## src/rtl/mbus_pkg.sv

```systemverilog
package mbus_pkg;
  localparam int unsigned DATA_W = 8;
  localparam int unsigned DEPTH  = 128;
  localparam int unsigned ADDR_W = $clog2(DEPTH);
  typedef enum logic {MODE_SEP = 1'b0, MODE_LVL = 1'b1} bus_mode_e;
endpackage

```

## src/rtl/mbus_sync.sv

```systemverilog
module mbus_sync #(
  parameter int unsigned W = 1,
  parameter logic [W-1:0] RST_VAL = '0
) (
  input  logic         clk_i,
  input  logic         rst_ni,
  input  logic [W-1:0] d_i,
  output logic [W-1:0] q_o
);
  logic [W-1:0] meta_q, sync_q;
  always_ff @(posedge clk_i or negedge rst_ni) begin
    if (!rst_ni) begin
      meta_q <= RST_VAL;
      sync_q <= RST_VAL;
    end else begin
      meta_q <= d_i;
      sync_q <= meta_q;
    end
  end
  assign q_o = sync_q;
endmodule

```

## src/rtl/mbus_regfile.sv

```systemverilog
module mbus_regfile #(
  parameter int unsigned DATA_W = 8,
  parameter int unsigned DEPTH  = 128,
  localparam int unsigned ADDR_W = $clog2(DEPTH)
) (
  input  logic              clk_i,
  input  logic              rst_ni,
  input  logic              we_i,
  input  logic [ADDR_W-1:0] addr_i,
  input  logic [DATA_W-1:0] wdata_i,
  output logic [DATA_W-1:0] rdata_o
);
  logic [DATA_W-1:0] mem_q [DEPTH];

  for (genvar g = 0; g < DEPTH; g++) begin : g_ent
    always_ff @(posedge clk_i or negedge rst_ni) begin
      if (!rst_ni) mem_q[g] <= '0;
      else if (we_i && addr_i == ADDR_W'(g)) mem_q[g] <= wdata_i;
    end
  end

  assign rdata_o = mem_q[addr_i];
endmodule

```

## src/rtl/mbus_strobe.sv

```systemverilog
module mbus_strobe #(
  parameter int unsigned ADDR_W = 7
) (
  input  logic              clk_i,
  input  logic              rst_ni,
  input  logic              mode_i,
  input  logic              cs_eff_i,
  input  logic              as_i,
  input  logic              ds_i,
  input  logic              rw_i,
  input  logic [ADDR_W-1:0] addr_in_i,
  output logic              we_o,
  output logic              rd_o,
  output logic [ADDR_W-1:0] addr_o
);
  import mbus_pkg::*;

  logic as_d, ds_d, rw_d, valid_q;
  logic [ADDR_W-1:0] addr_q;

  always_ff @(posedge clk_i or negedge rst_ni) begin
    if (!rst_ni) begin
      as_d <= 1'b0;
      ds_d <= 1'b0;
      rw_d <= 1'b0;
    end else begin
      as_d <= as_i;
      ds_d <= ds_i;
      rw_d <= rw_i;
    end
  end

  logic as_rise, as_fall, ds_rise, ds_fall, rw_rise, ok, done;
  assign as_rise = as_i & ~as_d;
  assign as_fall = ~as_i & as_d;
  assign ds_rise = ds_i & ~ds_d;
  assign ds_fall = ~ds_i & ds_d;
  assign rw_rise = rw_i & ~rw_d;
  assign ok      = valid_q & cs_eff_i;

  always_comb begin
    if (mode_i == MODE_LVL) begin
      rd_o = ok & ds_i & rw_i;
      we_o = ok & ds_fall & ~rw_i;
      done = ds_fall;
    end else begin
      rd_o = ok & ~ds_i;
      we_o = ok & rw_rise;
      done = ds_rise | rw_rise;
    end
  end

  always_ff @(posedge clk_i or negedge rst_ni) begin
    if (!rst_ni) begin
      valid_q <= 1'b0;
      addr_q  <= '0;
    end else if (as_rise) begin
      valid_q <= 1'b0;
      addr_q  <= '0;
    end else if (as_fall) begin
      valid_q <= cs_eff_i;
      addr_q  <= addr_in_i;
    end else if (!cs_eff_i || done) begin
      valid_q <= 1'b0;
    end
  end

  assign addr_o = addr_q;

  assert_as_high_idle_R6: assert property (@(posedge clk_i) disable iff (!rst_ni)
    as_d |-> (!we_o && !rd_o));
  assert_single_access_R10: assert property (@(posedge clk_i) disable iff (!rst_ni)
    we_o |=> (!valid_q && !we_o));
  assert_lvl_write_dir_R2: assert property (@(posedge clk_i) disable iff (!rst_ni)
    (we_o && mode_i) |-> $past(ds_i) && !ds_i);
endmodule

```

## src/rtl/mbus_slave.sv

```systemverilog
module mbus_slave
  import mbus_pkg::*;
(
  input  logic              clk_i,
  input  logic              rst_ni,
  input  logic              mode_i,
  input  logic              pwr_fail_i,
  input  logic              cs_ni,
  input  logic              as_i,
  input  logic              rw_i,
  input  logic              ds_i,
  input  logic [DATA_W-1:0] bus_i,
  output logic [DATA_W-1:0] bus_o,
  output logic              bus_oe_o
);
  localparam int unsigned SW = DATA_W + 5;
  localparam logic [SW-1:0] SRST = {1'b0, 1'b1, 3'b000, {DATA_W{1'b0}}};

  logic [SW-1:0] raw, syn;
  logic pf_s, csn_s, as_s, ds_s, rw_s;
  logic [DATA_W-1:0] bus_s, rdata;
  logic [ADDR_W-1:0] addr;
  logic we, rd, cs_eff;

  assign raw = {pwr_fail_i, cs_ni, as_i, ds_i, rw_i, bus_i};

  mbus_sync #(.W(SW), .RST_VAL(SRST)) i_sync (
    .clk_i, .rst_ni, .d_i(raw), .q_o(syn)
  );

  assign {pf_s, csn_s, as_s, ds_s, rw_s, bus_s} = syn;
  assign cs_eff = ~csn_s & ~pf_s;

  mbus_strobe #(.ADDR_W(ADDR_W)) i_strobe (
    .clk_i, .rst_ni, .mode_i, .cs_eff_i(cs_eff),
    .as_i(as_s), .ds_i(ds_s), .rw_i(rw_s),
    .addr_in_i(bus_s[ADDR_W-1:0]),
    .we_o(we), .rd_o(rd), .addr_o(addr)
  );

  mbus_regfile #(.DATA_W(DATA_W), .DEPTH(DEPTH)) i_regs (
    .clk_i, .rst_ni, .we_i(we), .addr_i(addr), .wdata_i(bus_s), .rdata_o(rdata)
  );

  assign bus_oe_o = rd;
  assign bus_o    = rd ? rdata : '0;

  assert_pf_no_write_R9: assert property (@(posedge clk_i) disable iff (!rst_ni)
    pf_s |-> !we);
  assert_pf_no_drive_R9: assert property (@(posedge clk_i) disable iff (!rst_ni)
    pf_s |-> !bus_oe_o);
  assert_no_drive_on_write_R11: assert property (@(posedge clk_i) disable iff (!rst_ni)
    we |-> !bus_oe_o);
  assert_cs_off_idle_R8: assert property (@(posedge clk_i) disable iff (!rst_ni)
    csn_s |-> (!we && !bus_oe_o));
endmodule

```

## config.mk

```make
export PLATFORM = sky130hd
export DESIGN_NAME = mbus_slave
export DESIGN_NICKNAME = d
export VERILOG_FILES = /design/src/rtl/mbus_pkg.sv /design/src/rtl/mbus_sync.sv /design/src/rtl/mbus_regfile.sv /design/src/rtl/mbus_strobe.sv /design/src/rtl/mbus_slave.sv
export SDC_FILE = /design/constraint.sdc
export NUM_CORES = 1
export LEC_CHECK = 0
export CAP_MARGIN = 20
export CORE_ASPECT_RATIO = 2
export CORE_MARGIN = 2
export CORE_UTILIZATION = 35
export CTS_CLUSTER_SIZE = 12
export DETAILED_ROUTE_END_ITERATION = 8
export GPL_ROUTABILITY_DRIVEN = 0
export PLACE_DENSITY = 0.53
export SKIP_LAST_GASP = 1
export SLEW_MARGIN = 10
export SYNTH_ARGS = -nofsm -noshare
export SYNTH_HDL_FRONTEND = slang
export SYNTH_HIERARCHICAL = 1
export SYNTH_SLANG_ARGS = --single-unit
```

## constraint.sdc

```tcl
create_clock -name clk_i -period 3.7 [get_ports clk_i]
set_input_delay 0.555 -clock clk_i [delete_from_list [all_inputs] [get_ports clk_i]]
set_output_delay 0.555 -clock clk_i [all_outputs]
set_load 0.05 [all_outputs]
```

### Word level (Yosys, flattened, before mapping)

Cells that the tools add are included.

* order comparisons: 1
* equality and inequality tests: 127
* muxes and demuxes: 12
* bitwise operators: 23
* reduce and logical (&&, ||, !) cells: 133

Operators with widths (number)
* 7-bit == test (second input constant): 64
* 7-bit by 6-bit == test with 1-bit output (second input constant): 32
* 1-bit logical AND: 128
* 7-bit by 5-bit == test with 1-bit output (second input constant): 16
* 8-bit binary-select mux with 7-bit select: 1
* 7-bit by 4-bit == test with 1-bit output (second input constant): 8
* 7-bit by 3-bit == test with 1-bit output (second input constant): 4
* 8-bit two-way mux: 3
* 7-bit by 2-bit == test with 1-bit output (second input constant): 2
* 7-bit two-way mux: 2
* 1-bit bitwise AND: 13
* 8-bit >= comparator (second input constant): 1
* 1-bit NOT: 8
* 7-bit NOT with 8-bit output: 1
* 7-bit by 1-bit == test with 1-bit output (second input constant): 1
* 7-bit zero test: 1
* 1-bit two-way mux: 6
* 3-bit nonzero test: 1
* 2-bit nonzero test: 1
* 1-bit zero test: 1
* 1-bit logical OR: 1
* 1-bit bitwise OR: 1

* register bits: 1061
* output and inout port bits: 9

### Longest topological paths before layout

Gate-level depths: netlist (run 1).

* word-level depth: 8
* mapped depth: 13
* depth with buffers taken out: 7

### Modules after synthesis

The synthesis (run 1) kept the hierarchy.

By module, submodules not included
* mbus_regfile: times used 1, cells an instance 3113, area an instance 47400.5 um^2
* mbus_sync: times used 1, cells an instance 26, area an instance 653.1 um^2
* mbus_strobe: times used 1, cells an instance 49, area an instance 498.0 um^2
* mbus_slave: times used 1, cells an instance 9, area an instance 53.8 um^2

### Worst setup path before layout (run 1)

No wires, ideal clock.

* path type: register to output
* start point: register i_strobe.addr_q[1] (netlist: i_strobe/addr_o[1])
* end point: output port bus_o[1]
* arrival time: 2.452 ns
* path slack: 0.693 ns
* stages on the path, launching flop included: 12
* path buffers: 4
* path through: dfrtp_1 > buf_6 > buf_12 > buf_12 > and2_1 > buf_2 > a22oi_1 > a21oi_1 > a2111oi_1 > nor2_1 > a211oi_1 > and2_1

* longest elaborated chain between the ends: 5

Ends and longest elaborated chain
* from (decl): RTL line mbus_strobe.sv:19 `logic [ADDR_W-1:0] addr_q;`
* from (signal assigned): RTL line mbus_strobe.sv:62 `addr_q <= addr_in_i;`
* 7-bit NOT with 8-bit output (implied by the code): RTL line mbus_regfile.sv:22 `assign rdata_o = mem_q[addr_i];`
* 8-bit binary-select mux with 7-bit select: RTL line mbus_regfile.sv:22
* 8-bit two-way mux (implied by the code) (2 in a row): RTL line mbus_regfile.sv:22
* net rdata[1]: RTL line mbus_slave.sv:21 `logic [DATA_W-1:0] bus_s, rdata;`
* 8-bit two-way mux: RTL line mbus_slave.sv:46 `assign bus_o = rd ? rdata : '0;`
* to (decl): RTL line mbus_slave.sv:13 `output logic [DATA_W-1:0] bus_o,`

The timed path passes the listed nets, and every way through them passes these cells. The select of a mux whose other input is x is not followed.

### Final worst setup path (run 1)

* start point: register i_strobe.addr_q[1] (netlist: i_strobe/addr_o[1])
* end point: output port bus_o[0]

The elaborated chain is that of the path after synthesis.

==> results of run 1 <==
## metal layers
| layer | wire length, um | global-route usage (%) | vias to the layer above |
|---|---|---|---|
| li1 | - | - | 12491 |
| met5 | 0 | 0 | - |
| met1 | 56910 | 24.25 | 16109 |
| met4 | 8596 | 11.14 | 0 |
| met2 | 87930 | 43.09 | 547 |
| met3 | 4210 | 2.428 | 281 |
## sequential cells by signal (all words and copies together), names as in the netlist
register / cells
i_regs/mem_q: 1024
i_strobe/addr_o: 7
i_strobe/as_d: 1
i_strobe/ds_d: 1
i_strobe/rw_d: 1
i_strobe/valid_q: 1
i_sync/meta_q: 13
i_sync/q_o: 13
## repair_timing
item | 4_1_cts | 5_1_grt
cloned | 5 | 1
resized for setup | 123 | 68
endpoints found under the setup margin | 8 | 8
endpoints found under the hold margin | 38 | 0
hold buffers | 1 | 0
setup buffers | 36 | 17
pin swaps | 35 | 33
## cell type report
class	count	area [um2]	area share [%]
inverters	6	22.52	0.03858
clock buffers	142	2898	4.964
multi-input cells	1897	21580	36.97
repair buffers	488	4875	8.350
clock inverters	7	82.58	0.1415
well taps	1852	2317	3.969
diodes	1	2.502	0.004287
flip-flops and latches	1061	26600	45.56
## cell usage after synthesis (13+ instances only)
cell type	number	area share (%)
o21ai_0	13	0.13
dfrtp_1	1059	55
nand2_1	88	0.68
nand3_1	20	0.21
mux2_2	1033	24
a22oi_1	46	0.71
mux2i_1	154	3.2
a21oi_1	24	0.25
nor2_2	77	0.99
nor2_1	48	0.37
buf_2	38	0.39
nand2_2	24	0.31
o22ai_1	13	0.17
buf_4	21	0.32
buf_6	13	0.30
mux4_2	198	9.2
and2_1	17	0.22
clkbuf_1	146	1.1
## critical path, cell delays in order, from the launching register on
cell and delay [ns]:
dfrtp_4 0.59, buf_12 0.20, buf_12 0.15, mux4_2 0.53
mux4_2 0.55, o22ai_4 0.20, nor3_4 0.08, nor4_4 0.19
a21oi_2 0.08, and2_4 0.17, buf_6 0.15
## through the flow
step	area, um2	total power [mW]	TNS, ns
after global placement	53930	15.02	-1.191
after CTS	57980	25.40	-3.920
after global routing	58380	26.04	-3.780
after floorplan	48610	13.33	0
after detailed placement	53940	15.02	-0.5948
final	58380	25.20	-3.246
## cell families (layout without fill, tap and decap cells)
family                   count (synthesis)  after routing  synth area share [%]
adder cells (fa/ha/maj)                  2              2               0.05148
other                                    0              1                     0
AO/OA/AOI/OAI                          153            153                 2.216
buffers and inverters                  239            643                 2.510
multiplexers                          1398           1398                 36.83
AND/OR/NAND/NOR                        344            344                 3.766
flip-flops                            1061           1061                 54.63
## how the worst max path moves through the flow
stage	cells after the start	from	end
floorplan	11	i_strobe/addr_o[1]$_DFFE_PN0P_	bus_o[1]
global placement	11	i_strobe/addr_o[1]$_DFFE_PN0P_	bus_o[3]
detailed placement	12	i_strobe/addr_o[1]$_DFFE_PN0P_	bus_o[5]
CTS	10	i_strobe/addr_o[1]$_DFFE_PN0P_	bus_o[0]
global route	10	i_strobe/addr_o[1]$_DFFE_PN0P_	bus_o[0]
finish	10	i_strobe/addr_o[1]$_DFFE_PN0P_	bus_o[0]
## power by group
group | total, mW | internal (mW) | switching [mW] | leakage (nW)
Sequential | 11.8 | 11.6 | 0.141 | 14.7
Clock | 9.92 | 5.44 | 4.48 | 1.46
Combinational | 3.49 | 1.43 | 2.06 | 11.4
Total | 25.2 | 18.5 | 6.68 | 27.6
==> reports/results.ini, run 1 <==
[cts]
clk_latency_ns=0.71
cts_buffers=102
cts_max_level=3
cts_tree=done
clock_path_buffers=3
path_clk_slew_ns=0.06
clkSinkCount=1061
cts_root_buf=clkbuf_16

[timing]
hold_viol_final=0
holdWs_ns=0.2861
drv_slew=0
worst_slack_ns=-0.4409
fmax_ghz=0.2415
period_share_pct=111.9
slew_headroom_pct=32.53
min_period_ns=4.141
rsz0062_at_grt=yes
tightest_slew_ns=1.012
setup_viol_count_final=8
skew_ns=0.03378

[min_path]
hold_path_end=i_sync/meta_q[11]$_DFF_PN1_
min_path_type=in2reg
hp-start=cs_ni
hold_path_depth=1

[critical_path]
timing.rr.end=i_regs/mem_q[867]$_DFFE_PN0P_
cp-start-kind=register
required_ns=3.14
rrSetupSlack_ns=0.67
reg2reg_from=i_strobe/addr_o[4]$_DFFE_PN0P_
worstPathArrival_ns=3.59
r2r_cells=6
cp_max_fo=7
crit_type=reg2out
endpoint_kind=primary output

[global_route]
grt_max_degree=130
grt-ovfl-total=0
grt_pass1_wl_um=231200
antenna_found_initial=1
grt_pass1_vias=32319
grt_use_total_pct=22.51

[drt]
postRouteAntennaNets=0
routed_wirelength_um=157600
via_per_inst=5.396
drtIter0Drc=1625
drc=0
drtPass1Iterations=5
vias=29428
wl_per_cell_um=28.90

[placed_design]
io_buffers=24
dp_hpwl_um=111800
dp_cells=5258
pre_cts_ws_ns=-0.2422

[finish]
final_common_cell=dfrtp_1
drive_above_1_share_pct=57.26
fin_nets=3574
areaGrowthSynthToFinish_pct=20.10
stdcell_count=5454
fin_util_pct=42.26
final_cell_mix=dfrtp_1 (1046), mux2_2 (1030), buf_4 (364)
nFillCells=12782

[floorplanning]
die_height_um=531.0
io_pins=25
initial_utilization_pct=35.19
core_um2=138100
dieArea_um2=142000
die_w_um=267.5
rows=193

[synthesis]
async_reset_ff_share_pct=100.0
synth.yosys.seq_area_share_pct=54.63
yosys_warnings=6
synth_area_um2=48610
ys_seq_elements=1061
yosysUniqueCellTypes=64
synthCells=3197
ys.flop_type=dfrtp_1
syn_nets=3215
synth_edf_count=0
synth_area_per_cell_um2=15.20

[outcome]
status=complete, but fails checks
violations=negative setup slack

[power]
ir_drop_mv=0.3684
p_per_area_nw_per_um2=431.7
p_leak_nw=27.58

[run]
maxCapViolations=0

No activity file was read; power rests on OpenSTA's default activity.
==> run 2, diff against run 1 <==
--- a/config.mk
+++ b/config.mk
@@ -9,6 +9,7 @@
 export CORE_ASPECT_RATIO = 2
 export CORE_MARGIN = 2
 export CORE_UTILIZATION = 35
+export CTS_BUF_LIST = sky130_fd_sc_hd__clkbuf_4 sky130_fd_sc_hd__clkbuf_8
 export CTS_CLUSTER_SIZE = 12
 export DETAILED_ROUTE_END_ITERATION = 8
 export GPL_ROUTABILITY_DRIVEN = 0
==> run 2 against run 1 <==
Against the previous run:
- the flow still finishes with violations (negative setup slack)
- via count grew 1.0%
- first-iteration DRC count grew 1.1%
- hold slack lost 0.17 ns
- final cell count grew 2.3%
- sequential power is essentially flat
- core utilization grew 0.26 points
- clock skew grew 0.019 ns
- count of clock-buffer cells in the layout grew 115
- critical endpoint is now bus_o[5]
==> reports/results.ini, run 2 (synthesis results as in run 1) <==
[critical_path]
cp_common_cell=buf_8
startpoint=i_strobe/addr_o[1]$_DFFE_PN0P_  ; unchanged
crit_path_cell_trace=buf_12 > clkbuf_16 > buf_16 > buf_8 > mux4_2 > mux2i_4 > a221oi_4 > o211ai_1 > a22oi_2 > and2_4 > buf_8  ; was buf_12 > buf_12 > mux4_2 > mux4_2 > o22ai_4 > nor3_4 > nor4_4 > a21oi_2 > and2_4 > buf_6
worstPathArrival_ns=3.85  ; was 3.59 ns
crit_type=reg2out  ; unchanged
timing.rr.end=i_regs/mem_q[444]$_DFFE_PN0P_  ; was i_regs/mem_q[867]$_DFFE_PN0P_
endpoint_kind=primary output  ; unchanged
critical_path_buf_inv_count=5  ; was 3
slowest_delay_ns=0.58  ; was 0.59 ns
crit_cells=11  ; was 10
critPathCapture=bus_o[5]  ; was bus_o[0]
required_ns=3.14  ; about the same
rrSetupSlack_ns=0.59  ; was 0.67 ns
reg2reg_from=i_strobe/addr_o[0]$_DFFE_PN0P_  ; was i_strobe/addr_o[4]$_DFFE_PN0P_
cp_max_fo=8  ; was 7
critPathTopFamily=compound AO/OA/AOI/OAI gates  ; was multiplexers
crit_slowest_cell=dfrtp_4  ; unchanged
r2r_cells=8  ; was 6
cp-start-kind=register  ; unchanged

[timing]
drv_slew=0  ; unchanged
holdWs_ns=0.1175  ; was 0.2861 ns
min_period_ns=4.406  ; was 4.141 ns
setup_viol_count_final=8  ; unchanged
final.setup.tns_ns=-5.086  ; was -3.246 ns
fmax_ghz=0.2270  ; was 0.2415 GHz
skew_ns=0.05267  ; was 0.03378 ns
worst_slack_ns=-0.7060  ; was -0.4409 ns
hold_viol_final=0  ; unchanged
tightest_slew_ns=0.9763  ; was 1.012 ns
rsz0062_at_grt=yes  ; unchanged
slew_headroom_pct=34.91  ; was 32.53%
period_share_pct=119.1  ; was 111.9%

[global_route]
grt-ovfl-total=0  ; unchanged
grt_pass1_vias=32924  ; was 32319
antenna_found_initial=2  ; was 1
grt_max_degree=130  ; unchanged
grt_pass1_wl_um=233300  ; was 231200 um
grt_use_total_pct=22.73  ; was 22.51%

[power]
p_leak_nw=27.95  ; was 27.58 nW
p_total_mw=25.71  ; was 25.20 mW
p_per_area_nw_per_um2=437.7  ; was 431.7 nW/um2
ir_drop_mv=0.2448  ; was 0.3684 mV

[placed_design]
placed_cell_area_um2=53940  ; unchanged
dp_hpwl_um=111800  ; unchanged
io_buffers=24  ; unchanged

[cts]
cts_tree=done  ; unchanged
cts_buffers=164  ; was 102
path_clk_slew_ns=0.07  ; was 0.06 ns
cts_max_level=4  ; was 3
clk_latency_ns=0.88  ; was 0.71 ns
clkSinkCount=1061  ; unchanged
cts_root_buf=clkbuf_8  ; was clkbuf_16
clock_path_buffers=4  ; was 3

[drt]
via_per_inst=5.326  ; was 5.396
drc=0  ; unchanged
drtIter0Drc=1643  ; was 1625
drtPass1Iterations=6  ; was 5
postRouteAntennaNets=0  ; unchanged
routed_wirelength_um=158800  ; was 157600 um
vias=29726  ; was 29428
wl_per_cell_um=28.46  ; was 28.90 um

[finish]
areaGrowthSynthToFinish_pct=20.85  ; was 20.10%
final_cell_mix=dfrtp_1 (1046), mux2_2 (1029), buf_4 (373)  ; was dfrtp_1 (1046), mux2_2 (1030), buf_4 (364)
fin_area_um2=58740  ; was 58380 um2
drive_above_1_share_pct=59.24  ; was 57.26%
largest_reg_flops=1024  ; unchanged
final_common_cell=dfrtp_1  ; unchanged
nFillCells=12818  ; was 12782
fin_util_pct=42.53  ; was 42.26%
largest_register=i_regs/mem_q  ; unchanged
fin_nets=3638  ; was 3574

[min_path]
min_path_type=in2reg  ; unchanged
hold_path_depth=1  ; unchanged

[outcome]
status=complete, but fails checks  ; unchanged
violations=negative setup slack  ; unchanged

[floorplanning]
rows=193  ; unchanged
io_pins=25  ; unchanged
dieArea_um2=142000  ; unchanged
core_um2=138100  ; unchanged
die_w_um=267.5  ; unchanged
die_height_um=531.0  ; unchanged
initial_utilization_pct=35.19  ; unchanged

[run]
maxCapViolations=0  ; unchanged

==> run 2: stage by stage <==
step / cells / setup slack [ns]
2_1_floorplan: 3197 / 0.6934
3_3_place_gp: 5256 / -0.6492
3_5_place_dp: 5258 / -0.2422
4_1_cts: 5571 / -0.7447
5_1_grt: 5581 / -0.7550
6_report: 5581 / -0.7060
==> run 2: layer usage <==
metal | GRT usage, % | part of all wire (%) | vias up | routed length, um
met3 | 2.488 | 2.8 | 355 | 4395
met4 | 12.15 | 5.9 | 0 | 9363
met1 | 24.21 | 36 | 16113 | 56550
met5 | 0 | 0 | - | 0
li1 | - | - | 12652 | -
met2 | 43.39 | 56 | 606 | 88530
==> run 2: worst reg2reg max path: stages (launching register included) <==
cell and delay [ns]:
dfrtp_4 0.52, buf_4 0.18, bufbuf_16 0.29, nor2_1 0.30
buf_12 0.15, buf_4 0.11, and2_0 0.50, nand2_1 0.50
mux2_2 0.41
==> run 2: area by class of cell <==
type | instances | area, um2 | area share (%)
Tap cell | 1852 | 2317 | 3.945
Timing Repair Buffer | 490 | 4870 | 8.290
Clock inverter | 16 | 175.2 | 0.2982
Multi-Input combinational cell | 1897 | 21530 | 36.65
Sequential cell | 1061 | 26600 | 45.28
Inverter | 6 | 22.52 | 0.03834
Clock buffer | 257 | 3224 | 5.489
Antenna cell | 2 | 5.005 | 0.008520
==> run 2: worst min-delay path by stage <==
stage | endpoint | slack [ns] | start
finish | i_sync/meta_q[11]$_DFF_PN1_ | 0.12 | cs_ni
global route | i_sync/meta_q[11]$_DFF_PN1_ | 0.08 | cs_ni
CTS | i_sync/meta_q[4]$_DFF_PN0_ | 0.05 | bus_i[4]
detailed placement | i_sync/q_o[12]$_DFF_PN0_ | 0.33 | i_sync/meta_q[12]$_DFF_PN0_
global placement | i_sync/q_o[0]$_DFF_PN0_ | 0.33 | i_sync/meta_q[0]$_DFF_PN0_
floorplan | i_regs/mem_q[0]$_DFFE_PN0P_ | 0.26 | rst_ni
==> run 2: power breakdown <==
group / leakage (nW) / internal, mW / switching [mW]
clock: 1.81 / 5.72 / 4.74
sequential: 14.7 / 11.6 / 0.139
combinational: 11.4 / 1.42 / 2.04
==> run 2: repair_timing <==
action                                  4_1_cts  5_1_grt
cloned                                        5        2
buffers inserted                             38       11
hold buffers                                  1        0
pin swaps                                    33       29
endpoints found under the hold margin        38        0
endpoints found under the setup margin        8        8
resized for setup                           111       65
